### src/rtl/wdog_pkg.sv
package wdog_pkg;
  typedef enum logic [1:0] {
    ST_OFF   = 2'd0,
    ST_COUNT = 2'd1,
    ST_PULSE = 2'd2
  } wdState_t;

  typedef struct packed {
    logic clr;
    logic inc;
  } cntCmd_t;

  localparam logic [1:0] SEL_OFF = 2'b11;
endpackage

### src/rtl/wdog_datapath.sv
module wdog_datapath
  import wdog_pkg::*;
#(
  parameter int LONG_TICKS  = 1400,
  parameter int MID_TICKS   = 600,
  parameter int SHORT_TICKS = 200,
  parameter int HOLD_TICKS  = 100
) (
  input  logic       clk,
  input  logic       rstN,
  input  cntCmd_t    cmd,
  input  logic [1:0] periodSel,
  output logic       periodDone,
  output logic       holdDone
);
  localparam int MAX_A   = (LONG_TICKS > MID_TICKS) ? LONG_TICKS : MID_TICKS;
  localparam int MAX_B   = (SHORT_TICKS > HOLD_TICKS) ? SHORT_TICKS : HOLD_TICKS;
  localparam int MAX_ALL = (MAX_A > MAX_B) ? MAX_A : MAX_B;
  localparam int CNT_W   = $clog2(MAX_ALL + 1);

  localparam logic [CNT_W-1:0] LAST_LONG  = CNT_W'(LONG_TICKS - 1);
  localparam logic [CNT_W-1:0] LAST_MID   = CNT_W'(MID_TICKS - 1);
  localparam logic [CNT_W-1:0] LAST_SHORT = CNT_W'(SHORT_TICKS - 1);
  localparam logic [CNT_W-1:0] LAST_HOLD  = CNT_W'(HOLD_TICKS - 1);
  localparam logic [CNT_W-1:0] CNT_MAX    = CNT_W'(MAX_ALL - 1);

  logic [CNT_W-1:0] tickCnt;
  logic [CNT_W-1:0] lastTick;

  always_comb begin
    case (periodSel)
      2'b00:   lastTick = LAST_LONG;
      2'b01:   lastTick = LAST_MID;
      2'b10:   lastTick = LAST_SHORT;
      default: lastTick = CNT_MAX;
    endcase
  end

  always_ff @(posedge clk or negedge rstN) begin
    if (!rstN)        tickCnt <= '0;
    else if (cmd.clr) tickCnt <= '0;
    else if (cmd.inc) tickCnt <= tickCnt + 1'b1;
  end

  assign periodDone = (tickCnt == lastTick);
  assign holdDone   = (tickCnt == LAST_HOLD);


  clear_takes_chk: assert property (@(posedge clk) disable iff (!rstN)
    cmd.clr |=> (tickCnt == '0));


  cnt_bound_chk: assert property (@(posedge clk) disable iff (!rstN)
    tickCnt <= CNT_MAX);
endmodule

### src/rtl/wdog_ctrl.sv
module wdog_ctrl
  import wdog_pkg::*;
(
  input  logic       clk,
  input  logic       rstN,
  input  logic       kickIn,
  input  logic       tickEn,
  input  logic [1:0] periodSel,
  input  logic       periodDone,
  input  logic       holdDone,
  output cntCmd_t    cmd,
  output logic       sysRst,
  output logic       causeFlag
);
  wdState_t   state, nxtState;
  logic [1:0] prevSel;
  logic       nxtRst;
  logic       setCause;
  logic       selChanged;
  logic       selOff;

  assign selChanged = (periodSel != prevSel);
  assign selOff     = (periodSel == SEL_OFF);

  always_comb begin
    nxtState = state;
    nxtRst   = sysRst;
    setCause = 1'b0;
    cmd      = '0;
    case (state)
      ST_OFF: begin
        cmd.clr = 1'b1;
        nxtRst  = 1'b0;
        if (selChanged && !selOff) nxtState = ST_COUNT;
      end
      ST_COUNT: begin
        if (selChanged) begin
          cmd.clr = 1'b1;
          if (selOff) nxtState = ST_OFF;
        end else if (kickIn) begin
          cmd.clr = 1'b1;
        end else if (tickEn) begin
          if (periodDone) begin
            nxtState = ST_PULSE;
            cmd.clr  = 1'b1;
            nxtRst   = 1'b1;
            setCause = 1'b1;
          end else begin
            cmd.inc = 1'b1;
          end
        end
      end
      ST_PULSE: begin
        if (selOff) begin
          nxtState = ST_OFF;
          cmd.clr  = 1'b1;
          nxtRst   = 1'b0;
        end else if (tickEn) begin
          if (holdDone) begin
            nxtState = ST_COUNT;
            cmd.clr  = 1'b1;
            nxtRst   = 1'b0;
          end else begin
            cmd.inc = 1'b1;
          end
        end
      end
      default: begin
        nxtState = ST_OFF;
        cmd.clr  = 1'b1;
        nxtRst   = 1'b0;
      end
    endcase
  end

  always_ff @(posedge clk or negedge rstN) begin
    if (!rstN) begin
      state     <= ST_OFF;
      prevSel   <= SEL_OFF;
      sysRst    <= 1'b0;
      causeFlag <= 1'b0;
    end else begin
      state   <= nxtState;
      prevSel <= periodSel;
      sysRst  <= nxtRst;
      if (setCause) causeFlag <= 1'b1;
    end
  end


  off_no_rst_chk: assert property (@(posedge clk) disable iff (!rstN)
    (periodSel == SEL_OFF) |=> !sysRst);


  cause_sticky_chk: assert property (@(posedge clk) disable iff (!rstN)
    causeFlag |=> causeFlag);


  cause_on_rise_chk: assert property (@(posedge clk) disable iff (!rstN)
    $rose(sysRst) |-> causeFlag);


  rise_on_tick_chk: assert property (@(posedge clk) disable iff (!rstN)
    $rose(sysRst) |-> $past(tickEn));
endmodule

### src/rtl/wdog_supervisor.sv
module wdog_supervisor
  import wdog_pkg::*;
#(
  parameter int LONG_TICKS  = 1400,
  parameter int MID_TICKS   = 600,
  parameter int SHORT_TICKS = 200,
  parameter int HOLD_TICKS  = 100
) (
  input  logic       clk,
  input  logic       rstN,
  input  logic       kickIn,
  input  logic [1:0] periodSel,
  input  logic       tickEn,
  output logic       sysRstOut,
  output logic       wdogCause
);
  cntCmd_t cntCmd;
  logic    periodDone;
  logic    holdDone;

  wdog_ctrl uCtrl (
    .clk        (clk),
    .rstN       (rstN),
    .kickIn     (kickIn),
    .tickEn     (tickEn),
    .periodSel  (periodSel),
    .periodDone (periodDone),
    .holdDone   (holdDone),
    .cmd        (cntCmd),
    .sysRst     (sysRstOut),
    .causeFlag  (wdogCause)
  );

  wdog_datapath #(
    .LONG_TICKS  (LONG_TICKS),
    .MID_TICKS   (MID_TICKS),
    .SHORT_TICKS (SHORT_TICKS),
    .HOLD_TICKS  (HOLD_TICKS)
  ) uDp (
    .clk        (clk),
    .rstN       (rstN),
    .cmd        (cntCmd),
    .periodSel  (periodSel),
    .periodDone (periodDone),
    .holdDone   (holdDone)
  );
endmodule

### config.mk
export PLATFORM = sky130hd
export DESIGN_NAME = wdog_supervisor
export DESIGN_NICKNAME = d
export VERILOG_FILES = /design/src/rtl/wdog_pkg.sv /design/src/rtl/wdog_datapath.sv /design/src/rtl/wdog_ctrl.sv /design/src/rtl/wdog_supervisor.sv
export SDC_FILE = /design/constraint.sdc
export NUM_CORES = 1
export LEC_CHECK = 0
export ABC_AREA = 1
export BUFFER_PORTS_ARGS = -buffer_cell sky130_fd_sc_hd__buf_2
export CAP_MARGIN = 0
export CORE_AREA = 4 4 57 59
export CTS_BUF_LIST = sky130_fd_sc_hd__clkbuf_16
export DETAILED_ROUTE_END_ITERATION = 10
export DIE_AREA = 0 0 61 63
export GPL_TIMING_DRIVEN = 0
export PLACE_DENSITY = 0.65
export SETUP_SLACK_MARGIN = 0.4
export SYNTH_ARGS = -nofsm -noshare
export SYNTH_HDL_FRONTEND = slang
export SYNTH_SLANG_ARGS = --single-unit
export TNS_END_PERCENT = 10
### constraint.sdc
create_clock -name clk -period 2.55 [get_ports clk]
set_input_delay 0.1275 -clock clk [delete_from_list [all_inputs] [get_ports clk]]
set_output_delay 0.1275 -clock clk [all_outputs]
set_load 0.005 [all_outputs]
==> results.tsv <==
stage	metric	value	unit
clock_network	Worst-path clk slew	0.05	ns
timing	Setup-failing EPs final	0	
die	IO Pins	8	
clock_network	clock root buffer	clkbuf_16	
pwr	power per cell area	709	mW/mm^2
pwr	Clock power frac	29.9	%
route	Final ANT Viol Nets	0	
place	gpl congestion	0.919	
timing	Final min period	1.84	ns
global_route	pin count of the biggest net entering global routing	18	
die	Core Footprint	0.00271	mm^2
critical_path	CP startpoint kind	flip-flop	
timing	RSZ-0062 raised after global routing	no	
die	die width	61	um
pwr	Psw	0.409	mW
route	Avg WL per Cell	12.1	um
route	DR pass1 iterations	4	
critical_path	largest stage delay on the critical path	0.39	ns
layout	Area Growth Syn to Fin	12.3	%
timing	skew final	0.00242	ns
pwr	Flop pwr share	29.7	%
critical_path	CP Cell Sequence	ha_1, inv_2, nor2_1, nand2_1, nor2_1, nand3_1, nand2_1, nand2_4, nand3_4, inv_2, nand3_1, nand2_1	
layout	Util after Layout	54.9	%
logic_synthesis	Synth Register Bits	17	
critical_path	cell repeated most along the worst path	nand2_1	
clock_network	total clock sinks	17	
layout	number of fillers in the final layout	274	
route	vias post-DR	1199	
logic_synthesis	post-synthesis sequential area ratio	32.3	%
global_route	vias in the first global route	1164	
die	initial core utilization	48.9	%
critical_path	Setup crit end kind	flip-flop	
route	DRC viols	0	
pwr	Internal	0.646	mW
flow_run	Max Cap Viol	0	
global_route	grt total ovfl	0	
place	PortBufs	7	
timing	Slew headroom	65.6	%
global_route	Total Routing Usage GR	17.0	%
timing	Final Hold Violating Endpoints	0	
pwr	Leakage	0.790	nW
clock_network	CTS Buffer Depth	2	
logic_synthesis	mapped cell area	0.00133	mm^2
die	Rows	19	
logic_synthesis	Synth Area per Inst	6.87	um^2
clock_network	Clk Latency, worst-skew pair	0.25	ns
logic_synthesis	Cells after Synth	193	
logic_synthesis	syn nets	207	
route	drt via density	5.08	
pwr	combinational share of power	40.4	%
logic_synthesis	Netlist cell types	26	
pwr	worst IR drop on VDD	0.672	mV
outcome	status	complete, no violations	
logic_synthesis	Ys Warns	0	
die	Die Height	63	um
die	die area	0.00384	mm^2
pwr	Sw Share	38.8	%
route	Iter 0 DRT Violations	46	
timing	Tightest Pin Transition	0.516	ns
place	Detailed Place HPWL	2190	um
critical_path	Worst EP arrival	1.98	ns
route	WL final	2850	um
clock_network	Setup Fix Bufs, Post-CTS	0	
clock_network	TritonCTS clock tree	yes	
layout	# diodes	0	
timing	period utilization	72.4	%
critical_path	Worst EP required	2.69	ns
worst_hold_path	HP Class	in2reg	
clock_network	TritonCTS Buffers	3	
timing	Max Freq	542	MHz
critical_path	kind of critical path	reg2reg	
timing	setup tns final	0	ns
global_route	first-pass GRT wire length	5000	um
layout	share of layout cells above drive strength 1	12.7	%
timing	final-report max-slew violation count	0	
critical_path	Max FO, Critical Path	10	
critical_path	slowest cell on the critical path	dfrtp_1	
clock_network	# H-tree levels	1	
global_route	initial antenna violation count	0	
layout	Layout Nets	220	
## worst max-delay path, delay by kind of cell, from the launching register on
| family | cells | cell delay [ns] |
|---|---|---|
| adder cells (fa/ha/maj) | 1 | 0.28 |
| AND/OR/NAND/NOR | 9 | 0.93 |
| flip-flops | 1 | 0.39 |
| buffers and inverters | 2 | 0.14 |
## layer usage
layer / wire length, um / vias to the layer above / global-route usage (%)
met5: 0 / - / 0
met4: 65 / 0 / 9.49
met3: 88 / 5 / 2.48
met2: 1260 / 16 / 24.1
met1: 1440 / 549 / 23.9
li1: - / 629 / -
## area by class of cell
cell class                      count  area [um^2]  share of cell area (%)
Multi-Input combinational cell    140          751                    50.5
Sequential cell                    17          428                    28.8
Inverter                           33          124                    8.33
Clock buffer                        3         75.1                    5.05
Timing Repair Buffer                8         45.0                    3.03
Tap cell                           31         38.8                    2.61
Buffer                              3         22.5                    1.51
Clock inverter                      1         3.75                   0.252
## kinds of logic after synthesis
kind of cell	after synthesis	share of synthesized area, %
buf+inv	36	11.0
fa+ha+maj	8	7.55
xor+xnor	6	3.97
simple gates	115	39.8
compound gates	11	5.38
flops	17	32.3
## layout by cell type, fill, tap and decap left out, types with 4 or more instances in the layout
cell type | Yosys | routed
nand2_1 | 53 | 53
ha_1 | 8 | 8
xor2_1 | 4 | 4
inv_1 | 30 | 31
o21ai_0 | 5 | 5
nand3_1 | 24 | 24
buf_2 | 0 | 7
dfrtp_1 | 15 | 15
nor2_1 | 22 | 22
## cells in the mapped netlist
master | number | share of area [%]
buf_1 | 1 | 0.28
nand2_4 | 1 | 0.85
o21ai_0 | 5 | 1.9
dfstp_2 | 2 | 4.0
dfrtp_1 | 15 | 28
nand4_1 | 3 | 1.4
nor3_1 | 3 | 1.1
buf_6 | 1 | 0.85
nor4_1 | 2 | 0.94
xor2_1 | 4 | 2.6
a21oi_1 | 3 | 1.1
xnor2_1 | 2 | 1.3
nor2_2 | 2 | 0.94
inv_1 | 30 | 8.5
buf_4 | 1 | 0.57
nand2_1 | 53 | 15
nand4_2 | 2 | 1.9
nand3_4 | 1 | 1.3
a21oi_4 | 1 | 1.2
nand3_1 | 24 | 9.1
ha_1 | 8 | 7.6
nand2_2 | 2 | 0.94
o31ai_1 | 1 | 0.57
o21bai_1 | 1 | 0.57
inv_2 | 3 | 0.85
nor2_1 | 22 | 6.2
## flip-flops by register name, summed over array words and instances, names as in the netlist
register,flops
uCtrl.causeFlag,1
uCtrl.state,2
uDp.tickCnt,11
uCtrl.sysRst,1
uCtrl.prevSel,2
## power by group through the flow
stage / Combinational (mW) / Clock, mW / Sequential [mW]
floorplan: 0.335 / 0 / 0.312
global placement: 0.414 / 0 / 0.314
detailed placement: 0.424 / 0 / 0.318
CTS: 0.428 / 0.326 / 0.313
global route: 0.478 / 0.335 / 0.315
finish: 0.426 / 0.315 / 0.314
## stage by stage
step	worst slack [ns]	hold slack (ns)	power [mW]	std cells	instance area, um^2
2_1_floorplan	0.977	-0.168	0.648	193	1330
3_3_place_gp	0.763	0.0702	0.728	231	1400
3_5_place_dp	0.702	0.0713	0.743	231	1400
4_1_cts	0.709	0.0145	1.07	236	1490
5_1_grt	0.545	0.0211	1.13	236	1490
6_report	0.705	0.0210	1.05	236	1490
## timing repair
item,4_1_cts,5_1_grt
hold buffers,1,0
resized for setup,0,0
hold endpoints to repair,15,0
## final timing paths
| check | slack, ns | depth (start not counted) | endpoint | start |
|---|---|---|---|---|
| min reg2reg | 0.48 | 1 | uCtrl.causeFlag | uCtrl.causeFlag |
| max in group asynchronous | 1.91 | 2 | uCtrl.prevSel[0] | rstN |
| min in group asynchronous | 0.33 | 2 | uDp.tickCnt[9] | rstN |
| min | 0.02 | 1 | uCtrl.prevSel[1] | periodSel[1] |
| max | 0.71 | 12 | uDp.tickCnt[10] | uDp.tickCnt[0] |
| max reg2reg | 0.71 | 12 | uDp.tickCnt[10] | uDp.tickCnt[0] |
No activity file was read; power rests on OpenSTA's default activity.
